### src/rtl/cond_gate.sv
module cond_gate #(
  parameter int PC_W        = 32,
  parameter int INSTR_W     = 32,
  parameter int WIDE_STEP   = 4,
  parameter int NARROW_STEP = 2
) (
  input  logic              clk,
  input  logic              rst_n,
  input  logic              in_valid,
  input  logic              in_narrow,
  input  logic [INSTR_W-1:0] in_instr,
  input  logic [31:0]       in_status,
  input  logic [PC_W-1:0]   in_pc,
  output logic              out_valid,
  output logic              out_pass,
  output logic [PC_W-1:0]   out_skip_pc
);

  localparam int N_POS = 31;
  localparam int Z_POS = 30;
  localparam int C_POS = 29;
  localparam int V_POS = 28;
  localparam logic [3:0] BRANCH_OP = 4'hD;
  localparam logic [3:0] ALWAYS    = 4'hE;
  localparam logic [PC_W-1:0] STEP_W = PC_W'(WIDE_STEP);
  localparam logic [PC_W-1:0] STEP_N = PC_W'(NARROW_STEP);

  logic       fn, fz, fc, fv;
  logic       narrow_br;
  logic [3:0] code;
  logic       base, pass_c;
  logic [PC_W-1:0] next_pc;

  assign fn = in_status[N_POS];
  assign fz = in_status[Z_POS];
  assign fc = in_status[C_POS];
  assign fv = in_status[V_POS];

  assign narrow_br = (in_instr[15:12] == BRANCH_OP);
  assign code = in_narrow ? (narrow_br ? in_instr[11:8] : ALWAYS)
                          : in_instr[INSTR_W-1 -: 4];

  always_comb begin
    case (code[3:1])
      3'd0:    base = fz;
      3'd1:    base = fc;
      3'd2:    base = fn;
      3'd3:    base = fv;
      3'd4:    base = fc & ~fz;
      3'd5:    base = (fn == fv);
      3'd6:    base = ~fz & (fn == fv);
      default: base = 1'b1;
    endcase
  end

  assign pass_c  = (code[0] && code[3:1] != 3'd7) ? ~base : base;
  assign next_pc = in_pc + (in_narrow ? STEP_N : STEP_W);

  always_ff @(posedge clk) begin
    if (!rst_n) begin
      out_valid   <= 1'b0;
      out_pass    <= 1'b0;
      out_skip_pc <= '0;
    end else begin
      out_valid <= in_valid;
      if (in_valid) begin
        out_pass    <= pass_c;
        out_skip_pc <= next_pc;
      end
    end
  end

  AST_VALID_FOLLOWS: assert property (@(posedge clk) disable iff (!rst_n)
    in_valid |=> out_valid);
  AST_IDLE_HOLDS: assert property (@(posedge clk) disable iff (!rst_n)
    !in_valid |=> !out_valid && $stable(out_pass) && $stable(out_skip_pc));
  AST_ALWAYS_CODE: assert property (@(posedge clk) disable iff (!rst_n)
    in_valid && !in_narrow && in_instr[INSTR_W-1 -: 3] == 3'b111 |=> out_pass);
  AST_NARROW_PLAIN: assert property (@(posedge clk) disable iff (!rst_n)
    in_valid && in_narrow && in_instr[15:12] != BRANCH_OP |=> out_pass);
  AST_NV_SAME: assert property (@(posedge clk) disable iff (!rst_n)
    in_valid && !in_narrow && in_instr[INSTR_W-1 -: 4] == 4'd10 &&
    in_status[N_POS] == in_status[V_POS] |=> out_pass);
  AST_NARROW_STEP: assert property (@(posedge clk) disable iff (!rst_n)
    in_valid && in_narrow |=> out_skip_pc[0] == $past(in_pc[0]));

endmodule

### config.mk
export PLATFORM = sky130hd
export DESIGN_NAME = cond_gate
export DESIGN_NICKNAME = d
export VERILOG_FILES = /design/src/rtl/cond_gate.sv
export SDC_FILE = /design/constraint.sdc
export NUM_CORES = 1
export LEC_CHECK = 0
export ABC_AREA = 1
export BUFFER_PORTS_ARGS = -buffer_cell sky130_fd_sc_hd__buf_4
export CORE_MARGIN = 1
export CORE_UTILIZATION = 44
export DETAILED_ROUTE_END_ITERATION = 12
export PLACE_DENSITY = 0.81
export RECOVER_POWER = 25
export SLEW_MARGIN = 20
export SYNTH_ARGS = -nofsm -noshare
export SYNTH_HDL_FRONTEND = slang
export SYNTH_SLANG_ARGS = --single-unit
### constraint.sdc
create_clock -name clk -period 2.1 [get_ports clk]
set_input_delay 0.42 -clock clk [delete_from_list [all_inputs] [get_ports clk]]
set_output_delay 0.42 -clock clk [all_outputs]
set_load 0.005 [all_outputs]
======== Word-level counts from Yosys, hierarchy flattened ========
Cells that the tools add are included.
Widths: inputs -> output; s select.
storage, ports and cells
  output and inout port bits .............. 34
  bits of input ports ..................... 100
  flip-flop bits (word level) ............. 34
  word-level logic and storage cells ...... 24
operators by class
  multiplexer cells ....................... 5
  eq/ne operators ......................... 9
  bitwise gates (word level) .............. 4
  add/sub/neg operators ................... 1
  reduce and logical (&&, ||, !) cells .... 2
operator list
  operator            count
  $add 32x3->32       1
  $eq 3x3->1 const B  3
  $mux 4              2
  $pmux 1 s7          1
  $eq 3x2->1 const B  2
  $eq 4x4->1 const B  1
  $eq 3x1->1 const B  1
  $logic_not 3->1     1
  $mux 3              1
  $ne 3x3->1 const B  1
  $and 1x1->1         2
  $not 1->1           2
  $eq 1x1->1          1
  $logic_and 1x1->1   1
  $mux 1              1

======== Longest topological paths before layout ========
  depth after elaboration ................. 7
  gate-level depth with buffers ........... 14
  depth with buffers taken out ............ 14

======== Least setup slack after synthesis ========
OpenSTA, ideal clock, no wires.
  kind .................................... in2reg
  from .................................... input port in_narrow
  to ...................................... register out_skip_pc[23]
  arrival ................................. 1.834 ns
  stages .................................. 10
  setup time .............................. 0.058 ns
  path buffers ............................ 0
  data required time ...................... 2.042 ns
  path slack .............................. 0.209 ns
  path through ............................ ha_1 fa_1 nand4_2 nor2_2 inv_2 nor3_1 or2_2 nand3_1 o211ai_1 inv_1
between the ends
  longest elaborated chain between the ends .. 2
ends and longest elaborated chain
  what                  line  source
  from (decl)           10    input logic in_narrow,
  $mux 3                57    assign next_pc = in_pc + (in_narrow ? STEP_N : STEP_W);
  $add 32x3->32         57
  to (signal assigned)  68    out_skip_pc <= next_pc;
  to (decl)             16    output logic [PC_W-1:0] out_skip_pc
Every way passes these cells.
A chain may end at the register's enable or synchronous reset.

======== Worst setup path after layout ========
  from .................................... input port in_narrow
  to ...................................... register out_skip_pc[25]
The elaborated chain is that of the path after synthesis.

==> flow_summary.rst <==
.. list-table::
   :header-rows: 1

   * - Metric
     - Value
   * - Number of antenna-violating nets in the routed design
     - 0
   * - Avg Vias per Cell
     - 4.71
   * - Maximum fanout along the worst path
     - 4
   * - Final count of pins violating max slew
     - 0
   * - Final cell count without fillers
     - 510
   * - Reg-to-reg startpoint
     - out_skip_pc[15]
   * - Post-CTS setup repair buffer count
     - 0
   * - Htree depth
     - 2
   * - Number of CTS-inserted buffers
     - 5
   * - Reg clk slew, reported paths
     - 0.07 ns
   * - Std cell rows
     - 25
   * - IR drop worst, VDD
     - 0.000371 V
   * - Number of global-route vias before repair
     - 2190
   * - Area growth from synthesis to layout
     - 36.4%
   * - Routability-driven placement congestion ratio
     - 0.882
   * - Reg-to-reg setup timing slack
     - 1.39 ns
   * - Lkg Pwr
     - 1.65 nW
   * - Synthesized net count
     - 455
   * - Fraction of post-synthesis cell area in the top cell type by area
     - 29.9%
   * - Worst slack on hold paths
     - 0.380 ns
   * - Remaining DRCs
     - 0
   * - CTS-repair resized insts
     - 0
   * - Crit start category
     - input pin
   * - Clock tree from TritonCTS
     - built
   * - Post-synth EDFFs
     - 0
   * - Average footprint of a synthesized cell
     - 6.47 sq um
   * - Ys async rst share
     - 0%
   * - Commonest cells post-synth
     - nand2_1 (64), nor2_1 (55), inv_1 (49)
   * - R2R Path End
     - out_skip_pc[15]
   * - Most used cell, CP
     - buf_4
   * - Flops & latches, synth
     - 34
   * - Final design instance area without fill
     - 3110 sq um
   * - Number of distinct library cells after synthesis
     - 36
   * - Number of endpoints with negative hold slack in the final report
     - 0
   * - Wire length of the first global-routing pass
     - 9720 microns
   * - Cell depth of the worst flop-to-flop path
     - 4
   * - Total number of vias
     - 2403
   * - Final-layout fill cell count
     - 487
   * - Sequential cell area fraction in the yosys report
     - 29.9%
   * - Total of hold buffers inserted after clock tree synthesis
     - 0
   * - Worst Path Class, Setup
     - input pin to flop
   * - Power per unit of standard cell area
     - 516 nW/um^2
   * - CP max-delay cell
     - fa_1
   * - First-pass iteration count of the detailed router
     - 4
   * - Outcome
     - finished clean
   * - Final setup TNS
     - 0 ns
   * - Endpoint required time on the critical path
     - 2.33 ns
   * - Vertical die dimension
     - 73.9 microns
   * - Detailed Place HPWL
     - 4800 microns
   * - Post-Syn Instances
     - 352
   * - Average wire per standard cell
     - 11.8 microns
   * - Min cycle time layout
     - 1.80 ns
   * - Initial cell density of the core
     - 47.0%
   * - Initial detailed-routing violation count
     - 77
   * - Sort of element at the end of the critical path
     - flop
   * - Final layout net count
     - 545
   * - Max cap viols
     - 0
   * - Cell type with the highest aggregate area in the netlist
     - dfxtp_1
   * - Number of I/O pins
     - 134
   * - Die Footprint
     - 5470 sq um
   * - Stage delay of the slowest cell on the critical path
     - 0.22 ns
   * - Largest cells by area after synthesis
     - dfxtp_1 (30%), nand2_1 (11%), nor2_1 (9.1%)
   * - Dpl cells
     - 502
   * - Overflow left after global routing
     - 0
   * - Measured slew at the worst slew-check pin
     - 0.909 ns
   * - Layout cells sized above 1
     - 29.3%
   * - Cell chosen for the clock root
     - clkbuf_8
   * - Cells along the critical path
     - buf_4 > ha_1 > fa_1 > nand4_2 > buf_4 > nor2_1 > nand4_1 > or2_0 > nand3_1 > o211ai_1 > inv_1
   * - Portion of the clock cycle consumed by the worst path in the final layout
     - 85.7%
   * - Top-count cell post-synth
     - nand2_1
   * - Final setup violation count
     - 0
   * - RSZ-0062 raised after global routing
     - false
   * - Latest clock arrival within the worst-skew pair
     - 0.29 ns
   * - Destination of the worst hold path
     - out_skip_pc[0]
   * - Total area of multi-input combinational cells
     - 1350 sq um
   * - Buffers on Ports
     - 85
   * - Die width
     - 73.9 microns
   * - Ant diodes
     - 0
   * - Cell area after placement
     - 3020 sq um
   * - Maximum root-to-sink buffer count
     - 2
   * - GRT Total Usage
     - 23.4%
   * - Worst max-slew margin expressed relative to the limit
     - 39.4%
   * - Category of cells accounting for the largest share of critical-path delay
     - simple AND/OR/NAND/NOR gates
   * - Commonest register cell after synthesis
     - dfxtp_1
   * - Placeable core region
     - 4850 sq um
   * - Total area of sequential cells
     - 681 sq um
   * - Maximum clock rate
     - 0.555 GHz
   * - Launch point of the worst hold path
     - in_pc[0]
   * - Number of cells on the worst hold path
     - 3
   * - Overall routed net length
     - 6040 microns
   * - Combined area of all synthesized cells
     - 2280 sq um
   * - TritonCTS Sinks
     - 34
   * - Pin count of the biggest net entering global routing
     - 48
   * - Clock skew
     - 0 ns
   * - Warnings from Yosys
     - 0
   * - HP Class
     - input pin to flop
   * - Initial antenna violation count
     - 0
   * - Endpoint arrival time on the critical path
     - 2.04 ns
   * - Number of buffer and inverter stages on the critical path
     - 3
[where the power goes]
group / internal [mW] / switching (mW)
registers: 0.692 / 0.0232
logic: 0.193 / 0.198
clock network: 0.264 / 0.232
[metrics by stage]
stage	power, mW	worst slack, ns	util [%]
global placement	1.11	0.0407	62.2
finish	1.60	0.300	64.1
detailed placement	1.12	0.0441	62.2
global route	1.69	0.158	64.1
CTS	1.62	0.337	64.1
floorplan	0.910	0.209	-
[per-layer routing]
| metal | wire length (microns) | share of wire, % | vias up | track usage, % |
|---|---|---|---|---|
| met5 | 0 | 0 | - | 0 |
| met4 | 114 | 1.9 | 0 | 8.55 |
| met3 | 214 | 3.5 | 11 | 3.79 |
| met2 | 2730 | 45 | 56 | 38.0 |
| met1 | 2990 | 49 | 1042 | 31.4 |
| li1 | - | - | 1294 | - |
[worst reg2reg max path, cell delays in order (launching register included)]
cell	delay, ns
dfxtp_1	0.34
nor2_1	0.04
nor2_1	0.11
o21ai_0	0.08
inv_1	0.08
[layout by cell type, fill, tap and decap left out, drive strengths merged]
cell type,count
clkbuf,23
xnor2,3
a31o,1
o211ai,7
clkinv,1
nor4,1
dfxtp,34
fa,1
or2,7
buf,76
nor3,12
nand4,9
o221ai,1
ha,2
nand2,68
a21oi,8
o21ai,26
nor2,63
nand3b,2
nand3,28
xor2,13
inv,57
[how the worst max path moves through the flow]
stage | from | to | cells after the start
2_1_floorplan | in_narrow | out_skip_pc[23] | 10
3_3_place_gp | in_narrow | out_skip_pc[23] | 11
3_5_place_dp | in_narrow | out_skip_pc[23] | 11
4_1_cts | in_narrow | out_skip_pc[23] | 11
5_1_grt | in_narrow | out_skip_pc[23] | 11
6_report | in_narrow | out_skip_pc[25] | 11
[sequential cells by signal, summed over array words and instances (netlist names)]
signal and flops:
out_skip_pc 32, out_pass 1, out_valid 1
[layout make-up]
| cell class | instances | share of cell area (%) |
|---|---|---|
| clock buffers | 7 | 2.78 |
| multi-input cells | 252 | 43.4 |
| well taps | 67 | 2.70 |
| flip-flops and latches | 34 | 21.9 |
| repair buffers | 92 | 22.2 |
| inverters | 57 | 6.89 |
| clock inverters | 1 | 0.161 |
[kinds of logic (layout without fill, tap and decap cells)]
logic type	after synthesis	in the layout	share of synthesized area, %
adders and majority gates	3	3	1.98
DFF	34	34	29.9
and+or+nand+nor	190	190	40.3
xor gates and xnor gates	16	16	6.15
buffers and inverters	66	157	10.9
AOI/OAI and AO/OA	43	43	10.8
No activity file was read; power rests on OpenSTA's default activity.
